### src/rtl/cordic_mag_pkg.sv
package cordic_mag_pkg;
  // inverse of the vectoring gain, converged for 12 or more micro-rotations
  localparam real GAIN_INV = 0.6072529350088813;

  function automatic int gain_q(input int frac);
    return $rtoi(GAIN_INV * (2.0 ** frac) + 0.5);
  endfunction
endpackage

### src/rtl/cordic_mag_fold.sv
module cordic_mag_fold #(
  parameter int DW    = 16,
  parameter int GUARD = 4,
  parameter int W     = DW + 3 + GUARD
) (
  input  logic                clk_i,
  input  logic                rst_ni,
  input  logic                valid_i,
  input  logic [DW-1:0]       re_i,
  input  logic [DW-1:0]       im_i,
  output logic                valid_o,
  output logic signed [W-1:0] x_o,
  output logic signed [W-1:0] y_o
);
  localparam int PAD = W - DW - 1 - GUARD;

  logic signed [DW:0] re_ext, im_ext, re_abs, im_abs;

  // widen by one bit so that the most negative value has a positive twin
  always_comb begin
    re_ext = {re_i[DW-1], re_i};
    im_ext = {im_i[DW-1], im_i};
    re_abs = re_ext[DW] ? -re_ext : re_ext;
    im_abs = im_ext[DW] ? -im_ext : im_ext;
  end

  always_ff @(posedge clk_i or negedge rst_ni) begin
    if (!rst_ni) begin
      valid_o <= 1'b0;
      x_o     <= '0;
      y_o     <= '0;
    end else begin
      valid_o <= valid_i;
      x_o     <= {{PAD{1'b0}}, re_abs, {GUARD{1'b0}}};
      y_o     <= {{PAD{1'b0}}, im_abs, {GUARD{1'b0}}};
    end
  end
endmodule

### src/rtl/cordic_mag_stage.sv
module cordic_mag_stage #(
  parameter int W  = 23,
  parameter int SH = 0
) (
  input  logic                clk_i,
  input  logic                rst_ni,
  input  logic                valid_i,
  input  logic signed [W-1:0] x_i,
  input  logic signed [W-1:0] y_i,
  output logic                valid_o,
  output logic signed [W-1:0] x_o,
  output logic signed [W-1:0] y_o
);
  logic signed [W-1:0] x_sh, y_sh, x_nx, y_nx;

  always_comb begin
    x_sh = x_i >>> SH;
    y_sh = y_i >>> SH;
    // rotate toward the x axis: direction set by the sign of y
    if (!y_i[W-1]) begin
      x_nx = x_i + y_sh;
      y_nx = y_i - x_sh;
    end else begin
      x_nx = x_i - y_sh;
      y_nx = y_i + x_sh;
    end
  end

  always_ff @(posedge clk_i or negedge rst_ni) begin
    if (!rst_ni) begin
      valid_o <= 1'b0;
      x_o     <= '0;
      y_o     <= '0;
    end else begin
      valid_o <= valid_i;
      x_o     <= x_nx;
      y_o     <= y_nx;
    end
  end
endmodule

### src/rtl/cordic_mag_scale.sv
module cordic_mag_scale #(
  parameter int DW    = 16,
  parameter int GUARD = 4,
  parameter int W     = DW + 3 + GUARD,
  parameter int KFRAC = 16
) (
  input  logic                clk_i,
  input  logic                rst_ni,
  input  logic                valid_i,
  input  logic signed [W-1:0] x_i,
  output logic                valid_o,
  output logic [DW:0]         mag_o
);
  import cordic_mag_pkg::*;

  localparam int OW = DW + 1;
  localparam int PW = W - 1 + KFRAC;
  localparam int RS = GUARD + KFRAC;
  localparam logic [KFRAC-1:0] K_Q = KFRAC'(gain_q(KFRAC));
  localparam logic [PW-1:0] HALF = PW'(1) << (RS - 1);

  logic [W-2:0]  xu;
  logic [PW-1:0] acc, rnd;
  logic [OW-1:0] sat;

  always_comb begin
    xu  = x_i[W-1] ? '0 : x_i[W-2:0];
    acc = '0;
    // constant multiply by shift-and-add over the set bits of K_Q
    for (int b = 0; b < KFRAC; b++) begin
      if (K_Q[b]) acc = acc + (PW'(xu) << b);
    end
    rnd = (acc + HALF) >> RS;
    sat = (|rnd[PW-1:OW]) ? '1 : rnd[OW-1:0];
  end

  always_ff @(posedge clk_i or negedge rst_ni) begin
    if (!rst_ni) begin
      valid_o <= 1'b0;
      mag_o   <= '0;
    end else begin
      valid_o <= valid_i;
      mag_o   <= valid_i ? sat : '0;
    end
  end
endmodule

### src/rtl/cordic_mag_pipe.sv
module cordic_mag_pipe #(
  parameter int DW    = 16,
  parameter int GUARD = 4,
  parameter int KFRAC = 16
) (
  input  logic          clk_i,
  input  logic          rst_ni,
  input  logic          valid_i,
  input  logic [DW-1:0] re_i,
  input  logic [DW-1:0] im_i,
  output logic          valid_o,
  output logic [DW:0]   mag_o
);
  localparam int N_STG = DW;
  localparam int W     = DW + 3 + GUARD;
  localparam int LAT   = N_STG + 2;

  logic                v_s [0:N_STG];
  logic signed [W-1:0] x_s [0:N_STG];
  logic signed [W-1:0] y_s [0:N_STG];

  cordic_mag_fold #(.DW(DW), .GUARD(GUARD), .W(W)) fold_i (
    .clk_i   (clk_i),
    .rst_ni  (rst_ni),
    .valid_i (valid_i),
    .re_i    (re_i),
    .im_i    (im_i),
    .valid_o (v_s[0]),
    .x_o     (x_s[0]),
    .y_o     (y_s[0])
  );

  for (genvar g = 0; g < N_STG; g++) begin : g_stage
    cordic_mag_stage #(.W(W), .SH(g)) stage_i (
      .clk_i   (clk_i),
      .rst_ni  (rst_ni),
      .valid_i (v_s[g]),
      .x_i     (x_s[g]),
      .y_i     (y_s[g]),
      .valid_o (v_s[g+1]),
      .x_o     (x_s[g+1]),
      .y_o     (y_s[g+1])
    );
  end

  cordic_mag_scale #(.DW(DW), .GUARD(GUARD), .W(W), .KFRAC(KFRAC)) scale_i (
    .clk_i   (clk_i),
    .rst_ni  (rst_ni),
    .valid_i (v_s[N_STG]),
    .x_i     (x_s[N_STG]),
    .valid_o (valid_o),
    .mag_o   (mag_o)
  );
endmodule

### config.mk
export PLATFORM = sky130hd
export DESIGN_NAME = cordic_mag_pipe
export DESIGN_NICKNAME = d
export VERILOG_FILES = /design/src/rtl/cordic_mag_pkg.sv /design/src/rtl/cordic_mag_fold.sv /design/src/rtl/cordic_mag_stage.sv /design/src/rtl/cordic_mag_scale.sv /design/src/rtl/cordic_mag_pipe.sv
export SDC_FILE = /design/constraint.sdc
export NUM_CORES = 2
export LEC_CHECK = 0
export CORE_AREA = 2 2 394 396
export DETAILED_ROUTE_END_ITERATION = 7
export DIE_AREA = 0 0 396 398
export PLACE_DENSITY_LB_ADDON = 0.25
export SLEW_MARGIN = 10
export SYNTH_ARGS = -nofsm -noshare
export SYNTH_HDL_FRONTEND = slang
export SYNTH_HIERARCHICAL = 1
export SYNTH_SLANG_ARGS = --single-unit
### constraint.sdc
create_clock -name clk_i -period 9.9 [get_ports clk_i]
set_clock_uncertainty 0.05 [all_clocks]
set_input_delay 2.97 -clock clk_i [delete_from_list [all_inputs] [get_ports clk_i]]
set_output_delay 2.97 -clock clk_i [all_outputs]
set_load 0.01 [all_outputs]
==> results.sh <==
export IMPL_num_vias=61000
export IMPL_drive_gt1_share_pct=5.43
export IMPL_cp_slowest_stage_delay_ns=0.98
export IMPL_clock_sinks=766
export IMPL_cts_resized_gates=0
export IMPL_cts_tree="yes"
export IMPL_grt_setup_unrepaired="no"
export IMPL_die_y_um=398
export IMPL_rows=144
export IMPL_maxClockFrequency_mhz=112
export IMPL_ioPinCount=53
export IMPL_gp_congestion=0.919
export IMPL_viasPerCell=5.86
export IMPL_first_pass_iters=6
export IMPL_start_util_pct=47.9
export IMPL_finalCriticalPeriod_ns=8.94
export IMPL_crit_path_top_delay_cell="nor2b_1"
export IMPL_core_area_sq_mm=0.153
export IMPL_grt_ovfl_total=0
export IMPL_wire_per_inst_um=19.3
export IMPL_cp_max_fo=18
export IMPL_cp_end_kind="register"
export IMPL_holdCritPathClass="register to register"
export IMPL_drt_total_wl_um=201000
export IMPL_cts_hold_buffers=0
export IMPL_syn_avg_cell_area_sq_um=8.86
export IMPL_antenna_cells=0
export IMPL_path_buf_inv=3
export IMPL_dr_first_iter_drc_count=4313
export IMPL_post_cts_setup_buffers=0
export IMPL_worst_slew_pin_slew_ns=1.15
export IMPL_clkSlewWorstSetupHoldPaths_ns=0.06
export IMPL_grt_pass1_wl_um=327000
export IMPL_grt_usage_pct=25.3
export IMPL_cts_buffers=94
export IMPL_synth_area_sq_mm=0.0735
export IMPL_arrival_ns=9.46
export IMPL_antenna_left=0
export IMPL_nNetsFinal=9418
export IMPL_tns_ns=0
export IMPL_path_common_cell="fa_1"
export IMPL_grt_pass1_vias=60100
export IMPL_critical_path_class="register to register"
export IMPL_h_tree_depth=3
export IMPL_ys_warn_count=6
export IMPL_clock_path_buffers=3
export IMPL_crit_family="adder cells"
export IMPL_area_delta_synth_final_pct=8.04
export IMPL_clk_insertion_delay_late_ns=0.71
export IMPL_grt_max_degree=167
export IMPL_port_buffers=52
export IMPL_root_buffer="clkbuf_16"
export IMPL_min_period_over_period_pct=90.3
export IMPL_drv_slew=0
export IMPL_hold_viol=0
export IMPL_setup_viol=0
export IMPL_synth_cells=8292
export IMPL_cp_required_ns=10.42
export IMPL_dieArea_sq_mm=0.158
export IMPL_drc=0
export IMPL_maxSlewHeadroom_pct=22.9
export IMPL_run_status="complete, no violations"
export IMPL_dieWidth_um=396
export IMPL_hpwlAfterDp_um=163000
export IMPL_critPathLaunchType="register"
export IMPL_drv_cap=0
export IMPL_antenna_found_initial=2
-- per-stage QoR --
| stage | hold WS (ns) | worst slack (ns) | util [%] | area (sq um) | std cells |
|---|---|---|---|---|---|
| after global routing | 0.312 | 0.294 | 51.8 | 79400 | 10400 |
| final | 0.297 | 0.962 | 51.8 | 79400 | 10400 |
| after detailed placement | 0.285 | 0.890 | 49.5 | 76000 | 10200 |
| after floorplan | 0.281 | 1.86 | - | 73500 | 8305 |
| after global placement | 0.283 | 0.936 | 49.5 | 76000 | 10200 |
| after CTS | 0.299 | 0.891 | 51.8 | 79400 | 10400 |
-- registers in the layout, summed over array words and instances (netlist names) --
name / flops
scale_i/valid_o: 1
g_stage.stage_i/valid_o: 16
fold_i/x_o: 17
fold_i/valid_o: 1
g_stage.stage_i/x_o: 368
scale_i/mag_o: 17
fold_i/y_o: 17
g_stage.stage_i/y_o: 329
-- metal layers --
metal / routed length [um] / track usage, % / part of all wire (%) / vias up
met4: 4780 / 6.63 / 2.4 / 0
li1: - / - / - / 29700
met5: 0 / 0 / 0 / -
met2: 93300 / 42.3 / 46 / 1468
met1: 93500 / 34.9 / 46 / 29600
met3: 9690 / 2.79 / 4.8 / 274
-- worst register-to-register path: stages (launching register included) --
cell	delay, ns
dfrtp_1	0.61
nor2b_1	0.99
fa_1	0.56
inv_1	0.14
fa_1	0.43
fa_1	0.50
fa_1	0.51
inv_1	0.04
ha_1	0.19
or3_1	0.30
o22a_2	0.29
o211a_1	0.23
nor2_1	0.21
o21ai_0	0.26
xnor2_1	0.21
fa_1	0.51
inv_1	0.04
ha_1	0.29
ha_1	0.33
a211o_1	0.28
a21o_1	0.19
a211oi_1	0.34
o31ai_1	0.16
or2_4	0.27
a211o_2	0.44
a2111oi_4	0.36
a211oi_1	0.08
-- cell usage in the layout (no fill, tap or decap), drive strengths merged, types with 146 or more instances in the layout --
| master | n |
|---|---|
| a21o | 306 |
| a21oi | 795 |
| dfrtp | 766 |
| ha | 965 |
| inv | 495 |
| nand2 | 484 |
| nand3 | 146 |
| nor2 | 768 |
| nor3 | 197 |
| o21ai | 373 |
| xnor2 | 623 |
| xor2 | 397 |
-- final cells by class --
| class | count | area, sq um |
|---|---|---|
| sequential | 766 | 19200 |
| tap | 2044 | 2560 |
| clock buffer | 125 | 2660 |
| inverter | 494 | 1860 |
| fill | 14200 | 74000 |
| clock inverter | 48 | 758 |
| multi-input combinational | 6840 | 51500 |
| timing repair buffer | 88 | 833 |
-- final timing paths --
kind / cells after the start / endpoint / startpoint / slack, ns
max reg2reg: 26 / scale_i/mag_o[11] / g_stage[15].stage_i/x_o[22] / 0.96
min in group asynchronous: 1 / g_stage[13].stage_i/y_o[13] / rst_ni / 2.23
min: 0 / g_stage[10].stage_i/valid_o / g_stage[9].stage_i/valid_o / 0.30
min reg2reg: 0 / g_stage[10].stage_i/valid_o / g_stage[9].stage_i/valid_o / 0.30
max in group asynchronous: 3 / g_stage[4].stage_i/y_o[16] / rst_ni / 5.78
max: 26 / scale_i/mag_o[11] / g_stage[15].stage_i/x_o[22] / 0.96
Power is not shown: default switching activity piles up to over one toggle a cycle in this logic, so the estimate is an artifact.
